===== config.mk =====
export PLATFORM = sky130hd
export DESIGN_NAME = authld_seq
export DESIGN_NICKNAME = d
export VERILOG_FILES = /design/src/rtl/authld_pkg.sv /design/src/rtl/authld_decode.sv /design/src/rtl/authld_agen.sv /design/src/rtl/authld_seq.sv
export SDC_FILE = /design/constraint.sdc
export NUM_CORES = 1
export LEC_CHECK = 0
export BUFFER_PORTS_ARGS = -buffer_cell sky130_fd_sc_hd__buf_2
export CORE_AREA = 3 3 278 280
export CTS_CLUSTER_SIZE = 10
export DETAILED_ROUTE_END_ITERATION = 8
export DIE_AREA = 0 0 281 283
export GPL_ROUTABILITY_DRIVEN = 0
export PLACE_DENSITY = 0.4
export SLEW_MARGIN = 20
export SYNTH_ARGS = -nofsm -noshare
export SYNTH_HDL_FRONTEND = slang
export SYNTH_HIERARCHICAL = 1
export SYNTH_SLANG_ARGS = --single-unit

===== constraint.sdc =====
create_clock -name clk -period 7.3 [get_ports clk]
set_input_delay 1.46 -clock clk [delete_from_list [all_inputs] [get_ports clk]]
set_output_delay 1.46 -clock clk [all_outputs]
set_load 0.005 [all_outputs]

===== src/rtl/authld_pkg.sv =====
package authld_pkg;
  parameter int unsigned XLEN   = 64;
  parameter int unsigned REG_AW = 5;
  localparam logic [REG_AW-1:0] SP_IDX = '1;

  typedef enum logic [2:0] {
    ST_IDLE, ST_AUTH_REQ, ST_AUTH_WAIT, ST_MEM_REQ, ST_MEM_WAIT, ST_WRITE, ST_DONE
  } seq_state_t;

  typedef struct packed {
    logic              key_b;
    logic              wback;    // writeback after overlap suppression
    logic              use_sp;
    logic              tagchk;
    logic [REG_AW-1:0] base_idx;
    logic [REG_AW-1:0] dst_idx;
    logic [XLEN-1:0]   offset;
  } op_fields_t;
endpackage


===== src/rtl/authld_decode.sv =====
module authld_decode
  import authld_pkg::*;
(
  input  logic [31:0] word,
  output logic        is_op,
  output op_fields_t  fields
);
  localparam int unsigned SHIFT = 3;
  localparam int unsigned EXT   = XLEN - 10 - SHIFT;

  logic              w_bit;
  logic [REG_AW-1:0] rn, rt;

  assign is_op = (word[31:24] == 8'hF8) && word[21] && word[10];
  assign w_bit = word[11];
  assign rn    = word[9:5];
  assign rt    = word[4:0];

  always_comb begin
    fields.key_b    = word[23];
    fields.use_sp   = (rn == SP_IDX);
    fields.tagchk   = w_bit || (rn != SP_IDX);
    fields.wback    = w_bit && !((rn == rt) && (rn != SP_IDX));
    fields.base_idx = rn;
    fields.dst_idx  = rt;
    fields.offset   = {{EXT{word[22]}}, word[22], word[20:12], {SHIFT{1'b0}}};
  end
endmodule


===== src/rtl/authld_agen.sv =====
module authld_agen
  import authld_pkg::*;
#(
  parameter int unsigned ALIGN_LG2 = 4
) (
  input  logic [XLEN-1:0] base,
  input  logic            use_sp,
  input  logic [XLEN-1:0] stripped,
  input  logic [XLEN-1:0] offset,
  output logic [XLEN-1:0] eff_addr,
  output logic            misaligned
);
  assign eff_addr   = stripped + offset;
  assign misaligned = use_sp && (|base[ALIGN_LG2-1:0]);
endmodule


===== src/rtl/authld_seq.sv =====
module authld_seq
  import authld_pkg::*;
#(
  parameter int unsigned ALIGN_LG2 = 4
) (
  input  logic                   clk,
  input  logic                   rst,
  input  logic                   start,
  input  logic [31:0]            instr,
  output logic                   busy,
  output logic                   illegal,
  output logic                   done,
  output logic                   auth_fault,
  output logic                   align_fault,
  output logic [REG_AW-1:0]      rf_raddr,
  input  logic [XLEN-1:0]        rf_rdata,
  input  logic [XLEN-1:0]        sp_in,
  output logic                   auth_valid,
  input  logic                   auth_ready,
  output logic [XLEN-1:0]        auth_ptr,
  output logic [XLEN-1:0]        auth_mod,
  output logic                   auth_key_b,
  input  logic                   auth_rsp_valid,
  input  logic                   auth_pass,
  input  logic [XLEN-1:0]        auth_addr,
  output logic                   mem_valid,
  input  logic                   mem_ready,
  output logic [XLEN-1:0]        mem_addr,
  output logic                   mem_tagchk,
  input  logic                   mem_rvalid,
  input  logic [XLEN-1:0]        mem_rdata,
  output logic                   rd_we,
  output logic [REG_AW-1:0]      rd_idx,
  output logic [XLEN-1:0]        rd_data,
  output logic                   wb_we,
  output logic [REG_AW-1:0]      wb_idx,
  output logic [XLEN-1:0]        wb_data,
  output logic                   sp_we,
  output logic [XLEN-1:0]        sp_data
);
  seq_state_t      state;
  op_fields_t      dec_now, op_q;
  logic            dec_ok;
  logic [XLEN-1:0] base_q, eff_q, data_q, eff_next;
  logic            misaligned;
  logic            auth_v_q, mem_v_q;
  logic            ill_q, afault_q, alfault_q;

  authld_decode u_dec (
    .word   (instr),
    .is_op  (dec_ok),
    .fields (dec_now)
  );

  authld_agen #(.ALIGN_LG2(ALIGN_LG2)) u_agen (
    .base       (base_q),
    .use_sp     (op_q.use_sp),
    .stripped   (auth_addr),
    .offset     (op_q.offset),
    .eff_addr   (eff_next),
    .misaligned (misaligned)
  );

  always_ff @(posedge clk) begin
    if (rst) begin
      state     <= ST_IDLE;
      op_q      <= '0;
      base_q    <= '0;
      eff_q     <= '0;
      data_q    <= '0;
      auth_v_q  <= 1'b0;
      mem_v_q   <= 1'b0;
      ill_q     <= 1'b0;
      afault_q  <= 1'b0;
      alfault_q <= 1'b0;
    end else begin
      ill_q     <= 1'b0;
      afault_q  <= 1'b0;
      alfault_q <= 1'b0;
      unique case (state)
        ST_IDLE: begin
          if (start) begin
            if (dec_ok) begin
              op_q  <= dec_now;
              state <= ST_AUTH_REQ;
            end else begin
              ill_q <= 1'b1;
            end
          end
        end
        ST_AUTH_REQ: begin
          base_q   <= op_q.use_sp ? sp_in : rf_rdata;
          auth_v_q <= 1'b1;
          state    <= ST_AUTH_WAIT;
        end
        ST_AUTH_WAIT: begin
          if (auth_v_q) begin
            if (auth_ready) auth_v_q <= 1'b0;
          end else if (auth_rsp_valid) begin
            if (!auth_pass) begin
              afault_q <= 1'b1;
              state    <= ST_IDLE;
            end else if (misaligned) begin
              alfault_q <= 1'b1;
              state     <= ST_IDLE;
            end else begin
              eff_q   <= eff_next;
              mem_v_q <= 1'b1;
              state   <= ST_MEM_REQ;
            end
          end
        end
        ST_MEM_REQ: begin
          if (mem_ready) begin
            mem_v_q <= 1'b0;
            state   <= ST_MEM_WAIT;
          end
        end
        ST_MEM_WAIT: begin
          if (mem_rvalid) begin
            data_q <= mem_rdata;
            state  <= ST_WRITE;
          end
        end
        ST_WRITE: state <= ST_DONE;
        ST_DONE:  state <= ST_IDLE;
        default:  state <= ST_IDLE;
      endcase
    end
  end

  assign busy        = (state != ST_IDLE);
  assign illegal     = ill_q;
  assign auth_fault  = afault_q;
  assign align_fault = alfault_q;
  assign done        = (state == ST_DONE);

  assign rf_raddr    = op_q.base_idx;
  assign auth_valid  = auth_v_q;
  assign auth_ptr    = base_q;
  assign auth_mod    = '0;
  assign auth_key_b  = op_q.key_b;

  assign mem_valid   = mem_v_q;
  assign mem_addr    = eff_q;
  assign mem_tagchk  = op_q.tagchk;

  assign rd_we       = (state == ST_WRITE);
  assign rd_idx      = op_q.dst_idx;
  assign rd_data     = data_q;
  assign wb_we       = (state == ST_WRITE) && op_q.wback && !op_q.use_sp;
  assign wb_idx      = op_q.base_idx;
  assign wb_data     = eff_q;
  assign sp_we       = (state == ST_WRITE) && op_q.wback && op_q.use_sp;
  assign sp_data     = eff_q;
endmodule


==> flow_summary.toml, run 1 <==
[route]
dr.pass1.iters = 5
drc = 0
drt_iter0_markers = 760
vias_per_cell = 4.41
postRouteAntennaNets = 0
wl_um = 64100
vias = 15200
wl_per_cell_um = 18.6

[power]
ir_drop_mv = 0.153
power_frac_clock = 0.425
swShare = 0.286
p_total_mw = 4.27
switchingPower_mw = 1.22
p_seq_frac = 0.407
internal_power_mw = 3.05
power_frac_comb = 0.168
p_leak_nw = 8.72
power_density_nw_per_um2 = 217

[synth]
ys_seq_area_frac = 0.341
synth_ff_type = "dfxtp_1"
synthesis.area_sq_um = 16300
synthArstFlopShare = 0
synth-edff-count = 0
synthCells = 2102
synthDistinctLibCells = 76
yosys_warnings = 6
avgSynthCellArea_sq_um = 7.77
yosys_register_bits = 278

[grt]
grt_pass1_vias = 14900
overflow = 0
grt.total_usage = 0.154
antenna_found_initial = 32
grt_max_degree = 113
grt_first_pass_wirelength_um = 94600

[cts]
hold_buffers = 0
cts.reportedPaths.clkPinSlew_ns = 0.05
cts.sinks = 278
clockBufferDepth = 3
h-tree-depth = 2
cts_buffers = 38
cts_tree = "done"
clk_latency_ns = 0.55
cts_root_buffer = "clkbuf_16"
cts_resized = 0
cts_setup_buffers = 0

[worst_setup_path]
crit_type = "in -> reg"
cp-end-kind = "register"
reg2reg_slack_ns = 3.77
crit_arrival_ns = 4.70
required_ns = 7.76
worst_r2r_path_depth = 14
crit_path_top_delay_cell = "o21ai_1"
cp_common_cell = "a21oi_1"
crit_fanout = 4
crit_family = "compound AO/OA/AOI/OAI gates"
startpoint_type = "input pin"
r2r-end = "mem_addr[52]$_SDFFE_PP0P_"
crit_buf_inv = 1
reg2reg_from = "op_q[0]$_SDFFE_PP0P_"
critical-path-max-stage-delay_ns = 0.46
crit_chain = "buf_2, ha_1, fa_1, a21oi_1, nor2_1, o311ai_0, nand3_1, o21ai_1, a211oi_2, o21ai_1, o21bai_1, a21oi_1, xnor2_1, nand2_1, a21oi_1"

[cells_and_area]
nNetsFinal = 2811
nFillCells = 8314
syn_to_final_growth_pct = 20.4
multi_input_area_sq_um = 8310
post-route-util = 0.263
drive_gt1_frac = 0.302
seqCellArea_sq_um = 5570
final_cell_area_sq_um = 19700

[placement]
preCtsSetupSlack_ns = 2.55
io_buffers = 642
placedInstanceArea_sq_um = 18400
dp_hpwl_um = 49500

[timing]
setup_tns_ns = 0
finClkSkew_ns = 0.0222
period_minus_slack_ns = 4.24
setup-violations-final = 0
relSlewSlack = 0.282
hold_viol = 0
tightest_slew_ns = 1.08
post-route-period-util = 0.580
fmax_mhz = 236
rsz0062_at_grt = "no"
layout_setup_ws_ns = 3.06
final_max_slew_viol_count = 0

[die]
fp.dieW_um = 281
core_area_sq_um = 74700
num_rows = 100
ioPinCount = 707
die_h_um = 283
dieArea_sq_um = 79500
initial_utilization = 0.219

[worst_hold_path]
min_path_type = "reg -> reg"
hold-path-endpoint = "rd_data[53]$_SDFFE_PP0P_"
hold_depth = 2
worstHoldStart = "rd_data[53]$_SDFFE_PP0P_"

[outcome]
outcome = "finished clean"

[run]
drv_cap = 0
==> worst register-to-register path, stage by stage (launching register included) <==
cell and delay [ns]:
dfxtp_1 0.31, ha_1 0.25, fa_1 0.41, a21oi_1 0.23, nor2_1 0.13, o311ai_0 0.35
nand3_1 0.28, o21ai_1 0.46, a211oi_2 0.18, o21ai_1 0.25, o21bai_1 0.09, a21oi_1 0.18
xnor2_1 0.13, nand2_1 0.07, a21oi_1 0.14
==> flip-flops by register name, indices dropped and copies added (netlist names), 3 cells and up <==
name,count
rd_data,64
state,3
rf_raddr,5
mem_addr,64
rd_idx,5
op_q,66
auth_ptr,64
==> power groups by stage <==
stage / clock network [mW] / registers, mW / logic [mW]
6_report: 1.82 / 1.74 / 0.719
5_1_grt: 1.94 / 1.76 / 0.809
4_1_cts: 1.90 / 1.74 / 0.729
3_5_place_dp: 0 / 1.77 / 0.728
3_3_place_gp: 0 / 1.76 / 0.721
2_1_floorplan: 0 / 1.76 / 0.444
==> layout make-up <==
cell class | count | area share
flip-flops and latches | 278 | 0.283
clock buffers | 57 | 0.0571
multi-input cells | 1466 | 0.422
diodes | 7 | 0.000891
clock inverters | 8 | 0.00375
repair buffers | 653 | 0.168
well taps | 969 | 0.0616
inverters | 14 | 0.00267
==> Yosys cell counts (3+ instances only) <==
| library cell | instances | share of area |
|---|---|---|
| a21o_1 | 30 | 0.014 |
| inv_1 | 14 | 0.0032 |
| nor4_1 | 3 | 0.0011 |
| nand3_1 | 16 | 0.0049 |
| nor3b_1 | 3 | 0.0014 |
| nor2_1 | 107 | 0.025 |
| o21ai_0 | 37 | 0.011 |
| clkbuf_2 | 3 | 0.00092 |
| buf_2 | 28 | 0.0086 |
| nand2b_1 | 6 | 0.0023 |
| o21bai_1 | 10 | 0.0046 |
| o21ai_1 | 10 | 0.0031 |
| nor3_2 | 4 | 0.0025 |
| o211ai_1 | 7 | 0.0032 |
| a21oi_2 | 4 | 0.0021 |
| nand3b_1 | 3 | 0.0014 |
| buf_4 | 287 | 0.13 |
| mux2i_1 | 65 | 0.040 |
| xor2_1 | 27 | 0.014 |
| nand2_1 | 482 | 0.11 |
| a211oi_1 | 70 | 0.032 |
| dfxtp_1 | 278 | 0.34 |
| buf_6 | 4 | 0.0028 |
| xnor2_1 | 40 | 0.021 |
| o21a_1 | 6 | 0.0028 |
| nand4_1 | 18 | 0.0069 |
| and3_1 | 9 | 0.0034 |
| nor2b_1 | 12 | 0.0046 |
| a31oi_1 | 10 | 0.0038 |
| and2_1 | 5 | 0.0019 |
| or3_1 | 6 | 0.0023 |
| a41oi_1 | 3 | 0.0016 |
| buf_1 | 9 | 0.0021 |
| nor3_1 | 10 | 0.0031 |
| ha_1 | 63 | 0.048 |
| a21oi_1 | 281 | 0.086 |
| a211o_1 | 4 | 0.0021 |
| clkbuf_1 | 78 | 0.018 |
==> cells in the final DEF (no fill, tap or decap), drive strengths merged, types with 13 or more instances in the layout <==
cell type    n
ha          63
buf        653
clkbuf      57
nand4       19
nor3        14
conb        67
xnor2       40
nand3       16
xor2        27
a21o        31
nor2       109
a211oi      72
nand2      483
a31oi       13
mux2i       65
a21oi      285
o21ai       49
inv         15
dfxtp      278
==> metrics by stage <==
step                instances  hold WS, ns
finish                   3452        0.450
global route             3449        0.467
CTS                      3445        0.451
detailed placement       3380        0.444
global placement         3380        0.439
floorplan                2167        0.437
==> logic make-up (layout without fill, tap and decap cells) <==
logic type | Yosys count | after routing | synth area share
buffers and inverters | 423 | 732 | 0.167
multiplexers | 67 | 67 | 0.0412
AO/OA/AOI/OAI | 503 | 503 | 0.187
flip-flops | 278 | 278 | 0.341
AND/OR/NAND/NOR | 698 | 698 | 0.178
XOR/XNOR | 67 | 67 | 0.0359
other | 2 | 74 | 0.000460
adder cells (fa/ha/maj) | 64 | 64 | 0.0495
==> worst max-delay path by stage <==
stage / startpoint / to / slack, ns / cells past startpoint
floorplan: auth_addr[0] / mem_addr[38]$_SDFFE_PP0P_ / 3.36 / 14
global placement: auth_addr[0] / mem_addr[56]$_SDFFE_PP0P_ / 2.55 / 15
detailed placement: auth_addr[0] / mem_addr[62]$_SDFFE_PP0P_ / 2.55 / 15
CTS: auth_addr[0] / mem_addr[62]$_SDFFE_PP0P_ / 3.13 / 15
global route: auth_addr[0] / mem_addr[52]$_SDFFE_PP0P_ / 2.78 / 15
finish: auth_addr[0] / mem_addr[52]$_SDFFE_PP0P_ / 3.06 / 15
==> layer usage <==
layer / wire length (um) / global-route usage
met5: 113 / 0
met4: 2070 / 0.0558
met1: 25100 / 0.173
met2: 32100 / 0.274
met3: 4630 / 0.0450
Note: power is estimated with default switching activity, not from simulation.
==> run 2: changes to the inputs <==
--- a/config.mk
+++ b/config.mk
@@ -6,12 +6,12 @@
 export NUM_CORES = 1
 export LEC_CHECK = 0
 export BUFFER_PORTS_ARGS = -buffer_cell sky130_fd_sc_hd__buf_2
-export CORE_AREA = 3 3 278 280
+export CORE_AREA = 3 3 273 275
 export CTS_CLUSTER_SIZE = 10
 export DETAILED_ROUTE_END_ITERATION = 8
-export DIE_AREA = 0 0 281 283
+export DIE_AREA = 0 0 276 278
 export GPL_ROUTABILITY_DRIVEN = 0
-export PLACE_DENSITY = 0.4
+export PLACE_DENSITY = 0.41
 export SLEW_MARGIN = 20
 export SYNTH_ARGS = -nofsm -noshare
 export SYNTH_HDL_FRONTEND = slang
==> constraint.sdc (replaced) <==
create_clock -name clk -period 4.2 [get_ports clk]
set_input_delay 0.84 -clock clk [delete_from_list [all_inputs] [get_ports clk]]
set_output_delay 0.84 -clock clk [all_outputs]
set_load 0.005 [all_outputs]
==> run 2 against run 1 <==
Effect of this change:
- register-to-register slack worse by 3.0 ns
- cell count is 0.32% lower
- clock power is 73% higher
- clock skew is 0.0077 ns lower
- sequential cell count stayed put
- critical endpoint is now mem_addr[62]$_SDFFE_PP0P_
- largest power group unchanged
==> flow_summary.toml, run 2 (synthesis gave the netlist of run 1 again) <==
[route]
dr.pass1.iters = 5
vias_per_cell = 4.40
drt_iter0_markers = 642
postRouteAntennaNets = 0
wl_per_cell_um = 18.4
drc = 0
vias = 15100
wl_um = 63200

[timing]
tightest_slew_ns = 0.863
period_minus_slack_ns = 3.47
rsz0062_at_grt = "no"
setup-violations-final = 0
fmax_mhz = 288
hold_slack_ns = 0.449
relSlewSlack = 0.424
finClkSkew_ns = 0.0145
post-route-period-util = 0.826
setup_tns_ns = 0
final_max_slew_viol_count = 0
hold_viol = 0

[worst_hold_path]
hold-path-endpoint = "rd_data[57]$_SDFFE_PP0P_"
min_path_type = "reg -> reg"
hold_depth = 2
worstHoldStart = "rd_data[57]$_SDFFE_PP0P_"

[die]
dieArea_sq_um = 76700
core_area_sq_um = 72600
fp.dieW_um = 276
initial_utilization = 0.225
num_rows = 99
die_h_um = 278
ioPinCount = 707

[placement]
dp_hpwl_um = 49100
io_buffers = 642
placedInstanceArea_sq_um = 18500
dpl.cell_count = 3378

[worst_setup_path]
startpoint_type = "input pin"
crit_type = "in -> reg"
reg2reg_slack_ns = 0.79
reg2reg_from = "op_q[0]$_SDFFE_PP0P_"
worst_r2r_path_depth = 15
crit_fanout = 3
crit_arrival_ns = 3.94
required_ns = 4.67
r2r-end = "mem_addr[62]$_SDFFE_PP0P_"
crit_start = "auth_addr[0]"
cp-end-kind = "register"

[cts]
cts_root_buffer = "clkbuf_16"
h-tree-depth = 2
cts_buffers = 37
cts_resized = 0
clk_latency_ns = 0.54
cts.reportedPaths.clkPinSlew_ns = 0.05
cts_tree = "done"
clockBufferDepth = 3
cts.sinks = 278
cts_setup_buffers = 0
hold_buffers = 0

[grt]
antenna_found_initial = 24
overflow = 0
grt_max_degree = 129
grt_pass1_vias = 15200
grt_first_pass_wirelength_um = 94500
grt.total_usage = 0.157

[cells_and_area]
nNetsFinal = 2819
syn_to_final_growth_pct = 20.8
largest_register_ff_count = 66
final_cell_mix = "buf_2, nand2_1, a21oi_1"
top_register = "op_q"
final_cells = 3441
drive_gt1_frac = 0.304
final_cell_area_sq_um = 19700
nFillCells = 8071
final_common_cell = "buf_2"

[power]
power_density_nw_per_um2 = 377
p_leak_nw = 8.77
p_total_mw = 7.44
ir_drop_mv = 0.261

[run]
drv_cap = 0

[outcome]
outcome = "finished clean"
## run 2: changes by cell type in the layout (fill, tap and decap cells not counted)
| cell | previous run | this run |
|---|---|---|
| buf_6 | 1 | 0 |
| diode_2 | 7 | 3 |
| buf_4 | 11 | 17 |
| clkbuf_8 | 8 | 6 |
| bufinv_16 | 1 | 2 |
| clkinvlp_4 | 2 | 0 |
| clkinv_2 | 4 | 3 |
| buf_12 | 0 | 4 |
| clkbuf_1 | 10 | 7 |
| clkinv_4 | 0 | 1 |
## run 2: how the worst max path moves through the flow
| stage | endpoint | slack (ns) | cells after the start |
|---|---|---|---|
| 2_1_floorplan | mem_addr[38]$_SDFFE_PP0P_ | 0.88 | 14 |
| 3_3_place_gp | mem_addr[62]$_SDFFE_PP0P_ | 0.25 | 16 |
| 3_5_place_dp | mem_addr[62]$_SDFFE_PP0P_ | 0.27 | 16 |
| 4_1_cts | mem_addr[62]$_SDFFE_PP0P_ | 0.82 | 16 |
| 5_1_grt | mem_addr[62]$_SDFFE_PP0P_ | 0.58 | 16 |
| 6_report | mem_addr[62]$_SDFFE_PP0P_ | 0.73 | 16 |
## run 2: layout make-up
cell class              instances  area, sq um  area share
clock buffers                  52         1080      0.0550
clock inverters                 7         92.6     0.00469
repair buffers                662         3430       0.174
well taps                     959         1200      0.0608
flip-flops and latches        278         5570       0.282
diodes                          3         7.51    0.000380
multi-input cells            1466         8310       0.421
inverters                      14         52.6     0.00266
## run 2: stage by stage
| step | utilization | setup WS [ns] |
|---|---|---|
| 5_1_grt | 0.272 | 0.578 |
| 3_3_place_gp | 0.255 | 0.249 |
| 2_1_floorplan | - | 0.877 |
| 6_report | 0.272 | 0.730 |
| 3_5_place_dp | 0.255 | 0.271 |
| 4_1_cts | 0.272 | 0.824 |
## run 2: routing by layer
metal / up-vias / share of wire / global-route usage
met3: 112 / 0.068 / 0.0454
met4: 4 / 0.029 / 0.0433
met1: 7016 / 0.39 / 0.177
met5: - / 0.00046 / 0
li1: 7483 / - / -
met2: 532 / 0.51 / 0.287
## run 2: worst max-delay path, cell delays in order
cell	delay [ns]
buf_2	0.10
ha_1	0.22
fa_1	0.42
a21oi_1	0.23
nor2_1	0.14
o41ai_2	0.41
a211o_1	0.26
a21oi_2	0.11
a31oi_1	0.18
buf_4	0.16
o21a_2	0.20
o211ai_2	0.10
a31oi_1	0.22
xnor2_1	0.14
nand2_1	0.07
a21oi_1	0.15
## run 2: power breakdown
part / switching [mW] / leakage, nW / internal [mW] / total, mW
clock: 1.24 / 0.581 / 1.91 / 3.15
combinational: 0.730 / 5.95 / 0.542 / 1.27
sequential: 0.144 / 2.24 / 2.87 / 3.01
==> run 3: changes to the inputs <==
==> constraint.sdc (replaced) <==
create_clock -name clk -period 3.5 [get_ports clk]
set_input_delay 0.7 -clock clk [delete_from_list [all_inputs] [get_ports clk]]
set_output_delay 0.7 -clock clk [all_outputs]
set_load 0.005 [all_outputs]
==> run 3 against run 2 <==
Effect of this change:
- sequential cell count did not move
- worst setup slack worse by 0.47 ns
- critical path depth decreased by 1
- cell count increased by 2.2%
- combinational power rose by 23%
- routed wire length grew 1.7%
- clock-buffer cell count is 5 higher
- register-to-register slack worse by 0.53 ns
- clock skew is 0.0073 ns higher
- global-route usage increased by 0.12 points
- critical path type is now reg -> reg
==> flow_summary.toml, run 3 (synthesis gave the netlist of run 1 again) <==
[power]
power_density_nw_per_um2 = 442
switchingPower_mw = 2.57
p_total_mw = 8.97
power_frac_comb = 0.174
p_seq_frac = 0.403
swShare = 0.287
internal_power_mw = 6.40
ir_drop_mv = 0.292
power_frac_clock = 0.424
p_leak_nw = 9.10

[cts]
cts_buffers = 38
clk_latency_ns = 0.54
cts_setup_buffers = 0
hold_buffers = 0
cts_root_buffer = "clkbuf_16"
cts_resized = 0
cts_tree = "done"
clockBufferDepth = 3
h-tree-depth = 2
cts.reportedPaths.clkPinSlew_ns = 0.06
cts.sinks = 278

[run]
drv_cap = 0

[cells_and_area]
drive_gt1_frac = 0.321
final_common_cell = "buf_2"
post-route-util = 0.280
final_cell_area_sq_um = 20300
nFillCells = 8021
top_register = "op_q"
syn_to_final_growth_pct = 24.2
final_cells = 3517
largest_register_ff_count = 66
final_cell_mix = "buf_2, nand2_1, a21oi_1"
nNetsFinal = 2885

[timing]
tightest_slew_ns = 0.867
relSlewSlack = 0.422
finClkSkew_ns = 0.0219
period_minus_slack_ns = 3.24
hold_viol = 0
post-route-period-util = 0.925
rsz0062_at_grt = "no"
fmax_mhz = 309
final_max_slew_viol_count = 0
setup-violations-final = 0

[worst_setup_path]
startpoint_type = "register"
crit_fanout = 3
required_ns = 3.97
cp-end-kind = "register"
crit_arrival_ns = 3.71
crit_type = "reg -> reg"

[placement]
io_buffers = 642
dpl.cell_count = 3444
dp_hpwl_um = 50600
placedInstanceArea_sq_um = 19100

[route]
postRouteAntennaNets = 0
vias_per_cell = 4.40
topRoutingLayerUsed = "met5"
wl_um = 64300
drc = 0
wl_met3_um = 5010
drt_iter0_markers = 702
vias = 15500
dr.pass1.iters = 5
wl_per_cell_um = 18.3
wl_met1_um = 24600
met2_length_um = 31600

[grt]
overflow = 0
grt.total_usage = 0.158
grt_pass1_vias = 15200
antenna_found_initial = 25
grt_first_pass_wirelength_um = 94500
grt_max_degree = 129

[die]
initial_utilization = 0.225
die_h_um = 278
fp.dieW_um = 276
num_rows = 99
dieArea_sq_um = 76700
ioPinCount = 707
core_area_sq_um = 72600

[outcome]
outcome = "finished clean"

[worst_hold_path]
min_path_type = "in -> reg"
-- run 3: changes by cell type in the layout (fill, tap and decap cells not counted), moves of 2 or more --
cell | previous run | this run
clkbuf_8 | 6 | 4
diode_2 | 3 | 7
buf_4 | 17 | 77
buf_12 | 4 | 8
clkbuf_1 | 7 | 14
clkinvlp_4 | 0 | 2
-- run 3: power by group through the flow --
stage	Clock [mW]	Sequential (mW)	Combinational, mW
global placement	0	3.67	1.56
detailed placement	0	3.68	1.58
floorplan	0	3.67	0.925
finish	3.80	3.61	1.56
global route	4.07	3.65	1.74
CTS	3.95	3.62	1.58
-- run 3: cell type report --
type,instances,area [sq um],share of cell area
multi-input combinational,1466,8310,0.409
sequential,278,5570,0.274
timing repair buffer,727,3960,0.195
tap,959,1200,0.0591
clock buffer,57,1080,0.0534
clock inverter,9,104,0.00512
inverter,14,52.6,0.00259
antenna,7,17.5,0.000863
-- run 3: through the flow --
stage                     setup TNS, ns  hold WS [ns]  setup slack, ns
after detailed placement         -0.855         0.445           -0.188
after global routing                  0         0.364           0.0132
final                                 0         0.391            0.264
after global placement           -0.960         0.441           -0.245
after CTS                             0         0.339            0.278
after floorplan                       0         0.437            0.317
-- run 3: metal layers --
metal,up-vias,global-route usage
met5,-,0
met4,18,0.0691
met3,132,0.0515
met2,550,0.281
met1,7149,0.171
li1,7619,-
-- run 3: worst max-delay path: stages (launching register included) --
cell      delay, ns
dfxtp_1        0.31
ha_1           0.23
fa_1           0.40
a21oi_1        0.21
nor2_1         0.13
o41ai_2        0.40
a211o_1        0.25
a21oi_2        0.11
a31oi_1        0.18
buf_4          0.15
o21a_2         0.17
o211ai_2       0.10
a31oi_1        0.22
xnor2_1        0.14
nand2_1        0.06
a21oi_1        0.11
-- run 3: worst paths after layout --
path                            startpoint                         to  slack, ns  depth (start not counted)
setup reg to reg      op_q[0]$_SDFFE_PP0P_  mem_addr[62]$_SDFFE_PP0P_       0.26                         15
hold / removal                   instr[16]       op_q[7]$_SDFFE_PP0P_       0.39                          3
setup / recovery      op_q[0]$_SDFFE_PP0P_  mem_addr[62]$_SDFFE_PP0P_       0.26                         15
hold reg to reg   rd_data[50]$_SDFFE_PP0P_   rd_data[50]$_SDFFE_PP0P_       0.45                          2
